--- config.mk ---
export PLATFORM = sky130hd
export DESIGN_NAME = tpo_level_reg
export DESIGN_NICKNAME = d
export VERILOG_FILES = /design/src/rtl/tpo_pkg.sv /design/src/rtl/tpo_bus_regs.sv /design/src/rtl/tpo_active_reg.sv /design/src/rtl/tpo_pin_drive.sv /design/src/rtl/tpo_level_reg.sv
export SDC_FILE = /design/constraint.sdc
export NUM_CORES = 1
export LEC_CHECK = 0
export CAP_MARGIN = 20
export CELL_PAD_IN_SITES_DETAIL_PLACEMENT = 1
export CELL_PAD_IN_SITES_GLOBAL_PLACEMENT = 1
export CORE_MARGIN = 1.5
export CORE_UTILIZATION = 28
export CTS_CLUSTER_DIAMETER = 100
export DETAILED_ROUTE_END_ITERATION = 6
export MAX_ROUTING_LAYER = met4
export PLACE_DENSITY_LB_ADDON = 0.05
export SYNTH_ARGS = -nofsm -noshare
export SYNTH_HDL_FRONTEND = slang
export SYNTH_SLANG_ARGS = --single-unit
--- constraint.sdc ---
create_clock -name clk -period 1.71 [get_ports clk]
set_input_delay 0.342 -clock clk [delete_from_list [all_inputs] [get_ports clk]]
set_output_delay 0.342 -clock clk [all_outputs]
set_load 0.01 [all_outputs]
--- src/rtl/tpo_pkg.sv ---
package tpo_pkg;
  localparam int ADDR_BUF = 0;
  localparam int ADDR_CTL = 1;
  localparam int CTL_SRC  = 0;  // 0: compare-match load, 1: software load
  localparam int CTL_COMP = 1;  // complementary mode
  localparam int CTL_SWLD = 2;  // software load strobe, write-only

  typedef struct packed {
    logic comp;
    logic src_sw;
  } ctl_t;
endpackage

--- src/rtl/tpo_bus_regs.sv ---
module tpo_bus_regs
  import tpo_pkg::*;
#(
  parameter int NPIN = 6,
  parameter int DW   = 8,
  parameter int AW   = 2
) (
  input  logic            clk,
  input  logic            rst_n,
  input  logic            bus_wr,
  input  logic [AW-1:0]   bus_addr,
  input  logic [DW-1:0]   bus_wdata,
  output logic [DW-1:0]   bus_rdata,
  output logic [NPIN-1:0] buf_q,
  output ctl_t            ctl_q,
  output logic            wr_buf,
  output logic            sw_strobe
);
  localparam int PAD = DW - NPIN;

  logic sel_buf, sel_ctl;
  logic unused_wbits;

  assign sel_buf = (bus_addr == AW'(ADDR_BUF));
  assign sel_ctl = (bus_addr == AW'(ADDR_CTL));
  assign wr_buf  = bus_wr && sel_buf;
  // Load strobe honoured only when software load is already selected
  assign sw_strobe = bus_wr && sel_ctl && bus_wdata[CTL_SWLD] && ctl_q.src_sw;
  assign unused_wbits = ^bus_wdata[DW-1:NPIN];

  always_ff @(posedge clk or negedge rst_n) begin
    if (!rst_n) begin
      buf_q <= '0;
      ctl_q <= '0;
    end else begin
      if (wr_buf) buf_q <= bus_wdata[NPIN-1:0];
      if (bus_wr && sel_ctl) begin
        ctl_q.src_sw <= bus_wdata[CTL_SRC];
        ctl_q.comp   <= bus_wdata[CTL_COMP];
      end
    end
  end

  always_comb begin
    bus_rdata = '0;
    if (sel_buf) begin
      bus_rdata = {{PAD{1'b1}}, buf_q};
    end else if (sel_ctl) begin
      bus_rdata[CTL_SRC]  = ctl_q.src_sw;
      bus_rdata[CTL_COMP] = ctl_q.comp;
    end
  end
endmodule

--- src/rtl/tpo_active_reg.sv ---
module tpo_active_reg #(
  parameter int NPIN = 6
) (
  input  logic            clk,
  input  logic            rst_n,
  input  logic [NPIN-1:0] buf_q,
  input  logic [NPIN-1:0] wdata,
  input  logic            wr_buf,
  input  logic            halted,
  input  logic            cmp_match,
  input  logic            sw_strobe,
  input  logic            src_sw,
  output logic [NPIN-1:0] act_q
);
  logic            load_evt;
  logic            take;
  logic [NPIN-1:0] next_val;

  assign load_evt = src_sw ? sw_strobe : cmp_match;
  assign take     = load_evt || (wr_buf && halted);
  // A write in the same cycle wins over the stored buffer
  assign next_val = wr_buf ? wdata : buf_q;

  always_ff @(posedge clk or negedge rst_n) begin
    if (!rst_n)    act_q <= '0;
    else if (take) act_q <= next_val;
  end
endmodule

--- src/rtl/tpo_pin_drive.sv ---
module tpo_pin_drive #(
  parameter int NPHASE = 3,
  localparam int NPIN = 2 * NPHASE
) (
  input  logic [NPIN-1:0] act_q,
  input  logic            comp,
  input  logic [NPIN-1:0] lvl_en,
  input  logic [NPIN-1:0] pwm_wave,
  output logic [NPIN-1:0] pin_o
);
  for (genvar p = 0; p < NPHASE; p++) begin : g_phase
    logic hi_lvl, lo_lvl;
    assign hi_lvl = act_q[2*p];
    assign lo_lvl = comp ? ~act_q[2*p] : act_q[2*p+1];
    assign pin_o[2*p]   = lvl_en[2*p]   ? hi_lvl : pwm_wave[2*p];
    assign pin_o[2*p+1] = lvl_en[2*p+1] ? lo_lvl : pwm_wave[2*p+1];
  end
endmodule

--- src/rtl/tpo_level_reg.sv ---
module tpo_level_reg
  import tpo_pkg::*;
#(
  parameter int NPHASE = 3,
  parameter int DW     = 8,
  parameter int AW     = 2,
  localparam int NPIN  = 2 * NPHASE
) (
  input  logic            clk,
  input  logic            rst_n,
  input  logic            bus_wr,
  input  logic [AW-1:0]   bus_addr,
  input  logic [DW-1:0]   bus_wdata,
  output logic [DW-1:0]   bus_rdata,
  input  logic            cmp_match_i,
  input  logic            cnt_halted_i,
  input  logic [NPIN-1:0] lvl_en_i,
  input  logic [NPIN-1:0] pwm_wave_i,
  output logic [NPIN-1:0] pin_o
);
  logic [NPIN-1:0] buf_q;
  logic [NPIN-1:0] act_q;
  ctl_t            ctl_q;
  logic            wr_buf, sw_strobe;
  logic            ctl_src, ctl_comp;

  assign ctl_src  = ctl_q.src_sw;
  assign ctl_comp = ctl_q.comp;

  tpo_bus_regs #(.NPIN(NPIN), .DW(DW), .AW(AW)) u_regs (
    .clk(clk), .rst_n(rst_n), .bus_wr(bus_wr), .bus_addr(bus_addr),
    .bus_wdata(bus_wdata), .bus_rdata(bus_rdata), .buf_q(buf_q),
    .ctl_q(ctl_q), .wr_buf(wr_buf), .sw_strobe(sw_strobe)
  );

  tpo_active_reg #(.NPIN(NPIN)) u_act (
    .clk(clk), .rst_n(rst_n), .buf_q(buf_q), .wdata(bus_wdata[NPIN-1:0]),
    .wr_buf(wr_buf), .halted(cnt_halted_i), .cmp_match(cmp_match_i),
    .sw_strobe(sw_strobe), .src_sw(ctl_src), .act_q(act_q)
  );

  tpo_pin_drive #(.NPHASE(NPHASE)) u_drv (
    .act_q(act_q), .comp(ctl_comp), .lvl_en(lvl_en_i),
    .pwm_wave(pwm_wave_i), .pin_o(pin_o)
  );
endmodule

==> results of run 1 <==
-- sequential cells by signal (all words and copies together), names as in the netlist --
register,count
u_regs.buf_q,6
u_act.act_q,6
u_regs.ctl_q,2
-- worst max path at each step --
stage / startpoint / endpoint / depth (start not counted)
6_report: bus_addr[1] / bus_rdata[0] / 4
5_1_grt: bus_addr[1] / u_act.act_q[4] / 5
4_1_cts: bus_addr[1] / bus_rdata[4] / 4
3_5_place_dp: bus_addr[1] / bus_rdata[3] / 4
3_3_place_gp: bus_addr[0] / bus_rdata[1] / 5
2_1_floorplan: bus_addr[0] / u_act.act_q[0] / 4
-- routing by layer --
layer	vias to the layer above	track usage	wire length, um
li1	408	-	-
met1	399	0.1917	1010
met2	24	0.2727	1156
met3	2	0.05215	161
met4	0	0.01993	19
met5	-	-	0
-- area by class of cell --
class | count | area [um2] | area share
repair buffers | 53 | 441.7 | 0.3343
clock buffers | 4 | 36.28 | 0.02746
multi-input cells | 52 | 381.6 | 0.2888
inverters | 19 | 71.32 | 0.05398
well taps | 31 | 38.79 | 0.02936
flip-flops and latches | 14 | 351.6 | 0.2661
-- logic make-up after synthesis --
group / after synthesis
DFF: 14
and+or+nand+nor: 24
buffers and inverters: 25
muxes: 8
AOI/OAI and AO/OA: 20
-- metrics by stage --
| step | area (um2) | cells | TNS, ps | hold slack [ps] |
|---|---|---|---|---|
| finish | 1321 | 173 | 0 | 363.4 |
| global route | 1321 | 173 | 0 | 388.3 |
| CTS | 1358 | 173 | -1.869 | 373.4 |
| detailed placement | 1290 | 165 | -5604 | 483.1 |
| global placement | 1290 | 165 | -5211 | 463.0 |
| floorplan | 827.0 | 91 | 0 | 46.41 |
-- worst reg2reg max path, stage by stage, from the launching register on --
cell      delay (ps)
dfrtp_1          430
nand2b_1         210
o211a_1          230
a222oi_1         370
-- cells in the final DEF, fill, tap and decap left out, types with 5 or more instances in the layout --
cell             Yosys  layout
clkdlybuf4s50_1      0      23
inv_1               19      19
buf_4                2      14
dfrtp_1             14      13
nand2_1              9       9
o21ai_0              8       8
nor2_1               6       6
a222oi_1             6       6
mux2i_1              5       5
buf_2                1       5
clkbuf_2             0       5
-- what timing repair did --
item / CTS / global route
hold endpoints to repair: 0 / 0
buffers inserted: 4 / 0
endpoints found under the setup margin: 14 / 9
resized for setup: 35 / 11
pin swaps: 0 / 0
-- power groups by stage --
stage | Sequential [mW] | Clock [mW] | Combinational (mW)
6_report | 0.444 | 0.243 | 0.363
3_5_place_dp | 0.453 | 0 | 0.386
3_3_place_gp | 0.450 | 0 | 0.378
5_1_grt | 0.453 | 0.265 | 0.407
2_1_floorplan | 0.433 | 0 | 0.202
4_1_cts | 0.445 | 0.250 | 0.377
==> flow_summary.json, run 1 <==
{
  "yosys_warnings": 0,
  "setup_viol": 0,
  "cpMaxStageDelayCell": "clkdlybuf4s50_1",
  "clk_pin_slew_ps": 90,
  "cp_data_required_time_ps": 1370,
  "r2r-start": "u_regs.ctl_q[0]",
  "antenna_found_initial": 0,
  "synthFlopType": "dfrtp_1",
  "fillCellCount": 346,
  "comb_power_share": 0.346,
  "p_switching_uw": 324.2,
  "avgSynthCellArea_um2": 9.088,
  "reg2regPathDepth": 3,
  "critPathTopFamily": "buffers and inverters",
  "critPathArrivalTime_ps": 1320,
  "critical_path_class": "input port to output pin",
  "clkPwrFrac": 0.231,
  "io_buffer_count": 38,
  "hold_violations": 0,
  "r2r_end": "u_act.act_q[2]",
  "drt_pass1_iterations": 4,
  "worst-path-buf-inv": 3,
  "p_int_uw": 725.2,
  "synth_top_family_by_area": "compound AO/OA/AOI/OAI gates",
  "clock_latency_ps": 280,
  "postRouteAntennaNets": 0,
  "pre_cts_ws_ps": -341.3,
  "insertedDiodeCount": 0,
  "syn_to_final_growth_pct": 59.76,
  "grt_util_all_layers": 0.1609,
  "grt_pass1_vias": 857,
  "die_y_um": 57.35,
  "cts-root-buf": "clkbuf_4",
  "nNetsFinal": 170,
  "synthesis.nets": 118,
  "num_vias": 833,
  "synth_compound_area_frac": 0.1800,
  "drv_slew": 0,
  "async_flop_share": 1.000,
  "core_area_um2": 2781,
  "cts.htree.levels": 1,
  "grt_first_pass_wirelength_mm": 3.946,
  "die-area_um2": 3289,
  "synth_xor_area_frac": 0,
  "ioPinCount": 41,
  "end_kind": "output pin",
  "drt-wirelength-per-cell_um": 13.57,
  "fmax_mhz": 601.6,
  "synth-edff-count": 0,
  "muxShareOfSynthArea": 0.1014,
  "yosysSeqAreaShare": 0.4236,
  "slew_headroom": 0.8105,
  "cts_tree": "yes",
  "holdBufCountCts": 0,
  "rows": 19,
  "cpPeakStageDelay_ps": 460,
  "syn_area_um2": 827.0,
  "fin_skew_ps": 1.806,
  "initial_core_util": 0.2973,
  "layout_setup_ws_ps": 47.64,
  "synth-seq-cells": 14,
  "cts_inserted_buffers": 3,
  "netlist_top_cells_area": "dfrtp_1, inv_1, a222oi_1",
  "dpl.hpwl_mm": 1.797,
  "grt-ovfl-total": 0,
  "drive_gt1_frac": 0.2746,
  "start_kind": "input port",
  "synth.distinct_cells": 21,
  "min_period_ps": 1662,
  "hold_class": "input port to asynchronous set/reset pin",
  "total_power_mw": 1.049,
  "maxCapViolations": 0,
  "reg2reg_setup_slack_ps": 360,
  "synth_simple_gate_area_frac": 0.1619,
  "power.leakage_nw": 0.6703,
  "drt_iter0_drc": 32,
  "yosys.area.top_type": "dfrtp_1",
  "synthCells": 91,
  "synth_top_cells_by_count": "inv_1, dfrtp_1, nand2_1",
  "crit_path_max_fanout": 11,
  "avgViaCountPerCell": 4.815,
  "synthAdderAreaFrac": 0,
  "fin_util": 0.4750,
  "p_sw_frac": 0.3089,
  "rsz0062_at_grt": "false",
  "gp_congestion": 0.7183,
  "cts_sinks": 14,
  "status": "finished clean",
  "cp_cell_sequence": "clkdlybuf4s50_1, buf_4, nor2_1, dlygate4sd2_1",
  "worstMarginPinSlew_ps": 284.3,
  "grt_max_degree": 15,
  "max-vdd-ir-drop_mv": 0.5209,
  "synth_most_common_cell": "inv_1",
  "p_seq_frac": 0.423,
  "wirelength_mm": 2.348,
  "clock_path_buffers": 2,
  "period_share": 0.9721,
  "die_width_um": 57.35,
  "synth_top_area_frac": 0.4236,
  "drc": 0,
  "power.density_nw_per_um2": 794.3
}
No activity file was read; power rests on OpenSTA's default activity.
==> run 2: changes to the inputs <==
Settings changed: CORE_UTILIZATION 28 to 31, SYNTH_HIERARCHICAL set to 1.
Clock period 1.71 ns to 2.05 ns, I/O delays scaled along.
==> run 2 against run 1 <==
  * Critical path type unchanged
  * Sequential power is 8.3% lower
  * Core utilization is 4.1 points higher
  * Largest power group unchanged
  * Final cell count is 17% lower
  * Largest cell class is now multi-input combinational cells
  * First-iteration DRC count is 97% lower
  * Synthesized area is 1.5% lower
==> flow_summary.json, run 2 <==
{
  "p_seq_frac": 0.440,
  "hold_class": "register to register",
  "crit_path_max_fanout": 4,
  "final_common_cell": "clkdlybuf4s50_1",
  "critPathArrivalTime_ps": 1570,
  "clk_pin_slew_ps": 80,
  "cp.depth": 5,
  "gp_congestion": 0.7647,
  "min_to": "u_regs/buf_q[4]",
  "cpMaxStageDelayCell": "clkdlybuf4s50_1",
  "drt-wirelength-per-cell_um": 12.12,
  "grt_util_all_layers": 0.1360,
  "hold_violations": 0,
  "ioPinCount": 41,
  "r2r_end": "u_act/act_q[5]",
  "yosys_warnings": 6,
  "final_cell_mix": "clkdlybuf4s50_1, mux2_2, dlygate4sd2_1, dfrtp_1",
  "yosysSeqAreaShare": 0.4301,
  "fmax_mhz": 505.2,
  "syn_area_um2": 814.5,
  "drive_gt1_frac": 0.2832,
  "nNetsFinal": 141,
  "cpPeakStageDelay_ps": 490,
  "reg2regPathDepth": 4,
  "syn_to_final_growth_pct": 56.84,
  "total_power_uw": 924.6,
  "cts.htree.levels": 1,
  "clock_latency_ps": 280,
  "drv_slew": 0,
  "clkPwrFrac": 0.216,
  "critPathTopFamily": "buffers and inverters",
  "insertedDiodeCount": 0,
  "placedCellCount": 139,
  "die_y_um": 54.26,
  "fin_cells": 143,
  "p_switching_uw": 254.8,
  "synth.distinct_cells": 16,
  "comb_power_share": 0.345,
  "cts-root-buf": "clkbuf_4",
  "synthCells": 68,
  "cts_inserted_buffers": 3,
  "pre_cts_ws_ps": -154.5,
  "min_period_ps": 1980,
  "grt_first_pass_wirelength_mm": 2.663,
  "synth-seq-cells": 14,
  "drc": 0,
  "rsz0062_at_grt": "false",
  "wirelength_mm": 1.733,
  "core_area_um2": 2477,
  "die-area_um2": 2944,
  "grt_pass1_vias": 624,
  "die_width_um": 54.26,
  "holdBufCountCts": 0,
  "yosys.area.top_type": "dfrtp_1",
  "num_vias": 676,
  "reg2reg_setup_slack_ps": 670,
  "synth_top_area_frac": 0.4301,
  "synth-edff-count": 0,
  "cp_cell_sequence": "clkdlybuf4s50_1, buf_4, mux2i_1, nor2_1, dlygate4sd2_1",
  "start_kind": "input port",
  "clock_path_buffers": 2,
  "max-vdd-ir-drop_mv": 0.3692,
  "avgSynthCellArea_um2": 11.98,
  "async_flop_share": 1.000,
  "r2r-start": "u_regs/ctl_q[0]",
  "power.leakage_nw": 0.5699,
  "drt_pass1_iterations": 2,
  "setup_viol": 0,
  "maxCapViolations": 0,
  "period_share": 0.9656,
  "cts_tree": "yes",
  "power.density_nw_per_um2": 723.8,
  "worst-path-buf-inv": 3,
  "synth_top_cells_by_count": "mux2_2, dfrtp_1, nor2_1",
  "fin_skew_ps": 1.639,
  "min_path_cells": 1,
  "postRouteAntennaNets": 0,
  "min_from": "u_regs/buf_q[4]",
  "fillCellCount": 278,
  "p_sw_frac": 0.2756,
  "top_regs": "u_act/act_q x6, u_regs/buf_q x6, u_regs/ctl_q x2",
  "rows": 18,
  "io_buffer_count": 38,
  "netlist_top_cells_area": "dfrtp_1, mux2_2, mux2_1",
  "avgViaCountPerCell": 4.727,
  "synth_most_common_cell": "mux2_2",
  "slew_headroom": 0.5557,
  "grt_max_degree": 15,
  "initial_core_util": 0.3288,
  "layout_setup_ws_ps": 70.46,
  "worstMarginPinSlew_ps": 664.4,
  "status": "finished clean",
  "synthesis.nets": 95,
  "synthFlopType": "dfrtp_1",
  "cp_data_required_time_ps": 1640,
  "cts_sinks": 14,
  "fin_hold_ws_ps": 509.2,
  "p_int_uw": 669.8,
  "end_kind": "output pin",
  "grt-ovfl-total": 0,
  "drt_iter0_drc": 1,
  "critical_path_class": "input port to output pin",
  "antenna_found_initial": 0
}
[run 2: cells by family (layout without fill, tap and decap cells)]
| group | count (synthesis) | in the layout | share of synthesized area |
|---|---|---|---|
| flip-flops | 14 | 14 | 0.4301 |
| AO/OA/AOI/OAI | 4 | 4 | 0.03533 |
| AND/OR/NAND/NOR | 21 | 21 | 0.1536 |
| multiplexers | 25 | 25 | 0.3426 |
| buffers and inverters | 4 | 49 | 0.03839 |
[run 2: worst max-delay path by stage]
stage | to | start
floorplan | u_act/act_q[0] | bus_addr[0]
global placement | bus_rdata[1] | bus_addr[0]
detailed placement | u_act/act_q[5] | bus_addr[0]
CTS | pin_o[1] | u_regs/ctl_q[1]
global route | bus_rdata[1] | bus_addr[0]
finish | bus_rdata[1] | bus_addr[0]
[run 2: through the flow]
step | cell area, um2 | utilization | TNS [ps]
2_1_floorplan | 814.5 | - | 0
3_3_place_gp | 1254 | 0.5061 | -1174
3_5_place_dp | 1254 | 0.5061 | -1603
4_1_cts | 1275 | 0.5146 | 0
5_1_grt | 1277 | 0.5157 | 0
6_report | 1277 | 0.5157 | 0
[run 2: cell type report]
class	count	area, um2	area share
multi-input cells	50	432.9	0.3389
well taps	30	37.54	0.02938
repair buffers	45	419.2	0.3281
flip-flops and latches	14	351.6	0.2752
clock buffers	4	36.28	0.02840
[run 2: what timing repair did]
item	in CTS	in global routing
endpoints found under the setup margin	14	1
resized for setup	14	1
buffers inserted	0	0
pin swaps	1	0
[run 2: power by group through the flow]
stage	sequential (mW)	clock (mW)	combinational, mW
finish	0.407	0.199	0.319
global route	0.422	0.221	0.349
CTS	0.409	0.208	0.327
detailed placement	0.415	0	0.354
global placement	0.412	0	0.344
floorplan	0.394	0	0.195
[run 2: per-layer routing]
| metal | vias up | global-route usage | part of all wire |
|---|---|---|---|
| met5 | - | - | 0 |
| met4 | 0 | 0.06250 | 0.0092 |
| met3 | 2 | 0.04098 | 0.079 |
| met2 | 24 | 0.2309 | 0.52 |
| met1 | 320 | 0.1448 | 0.39 |
| li1 | 330 | - | - |
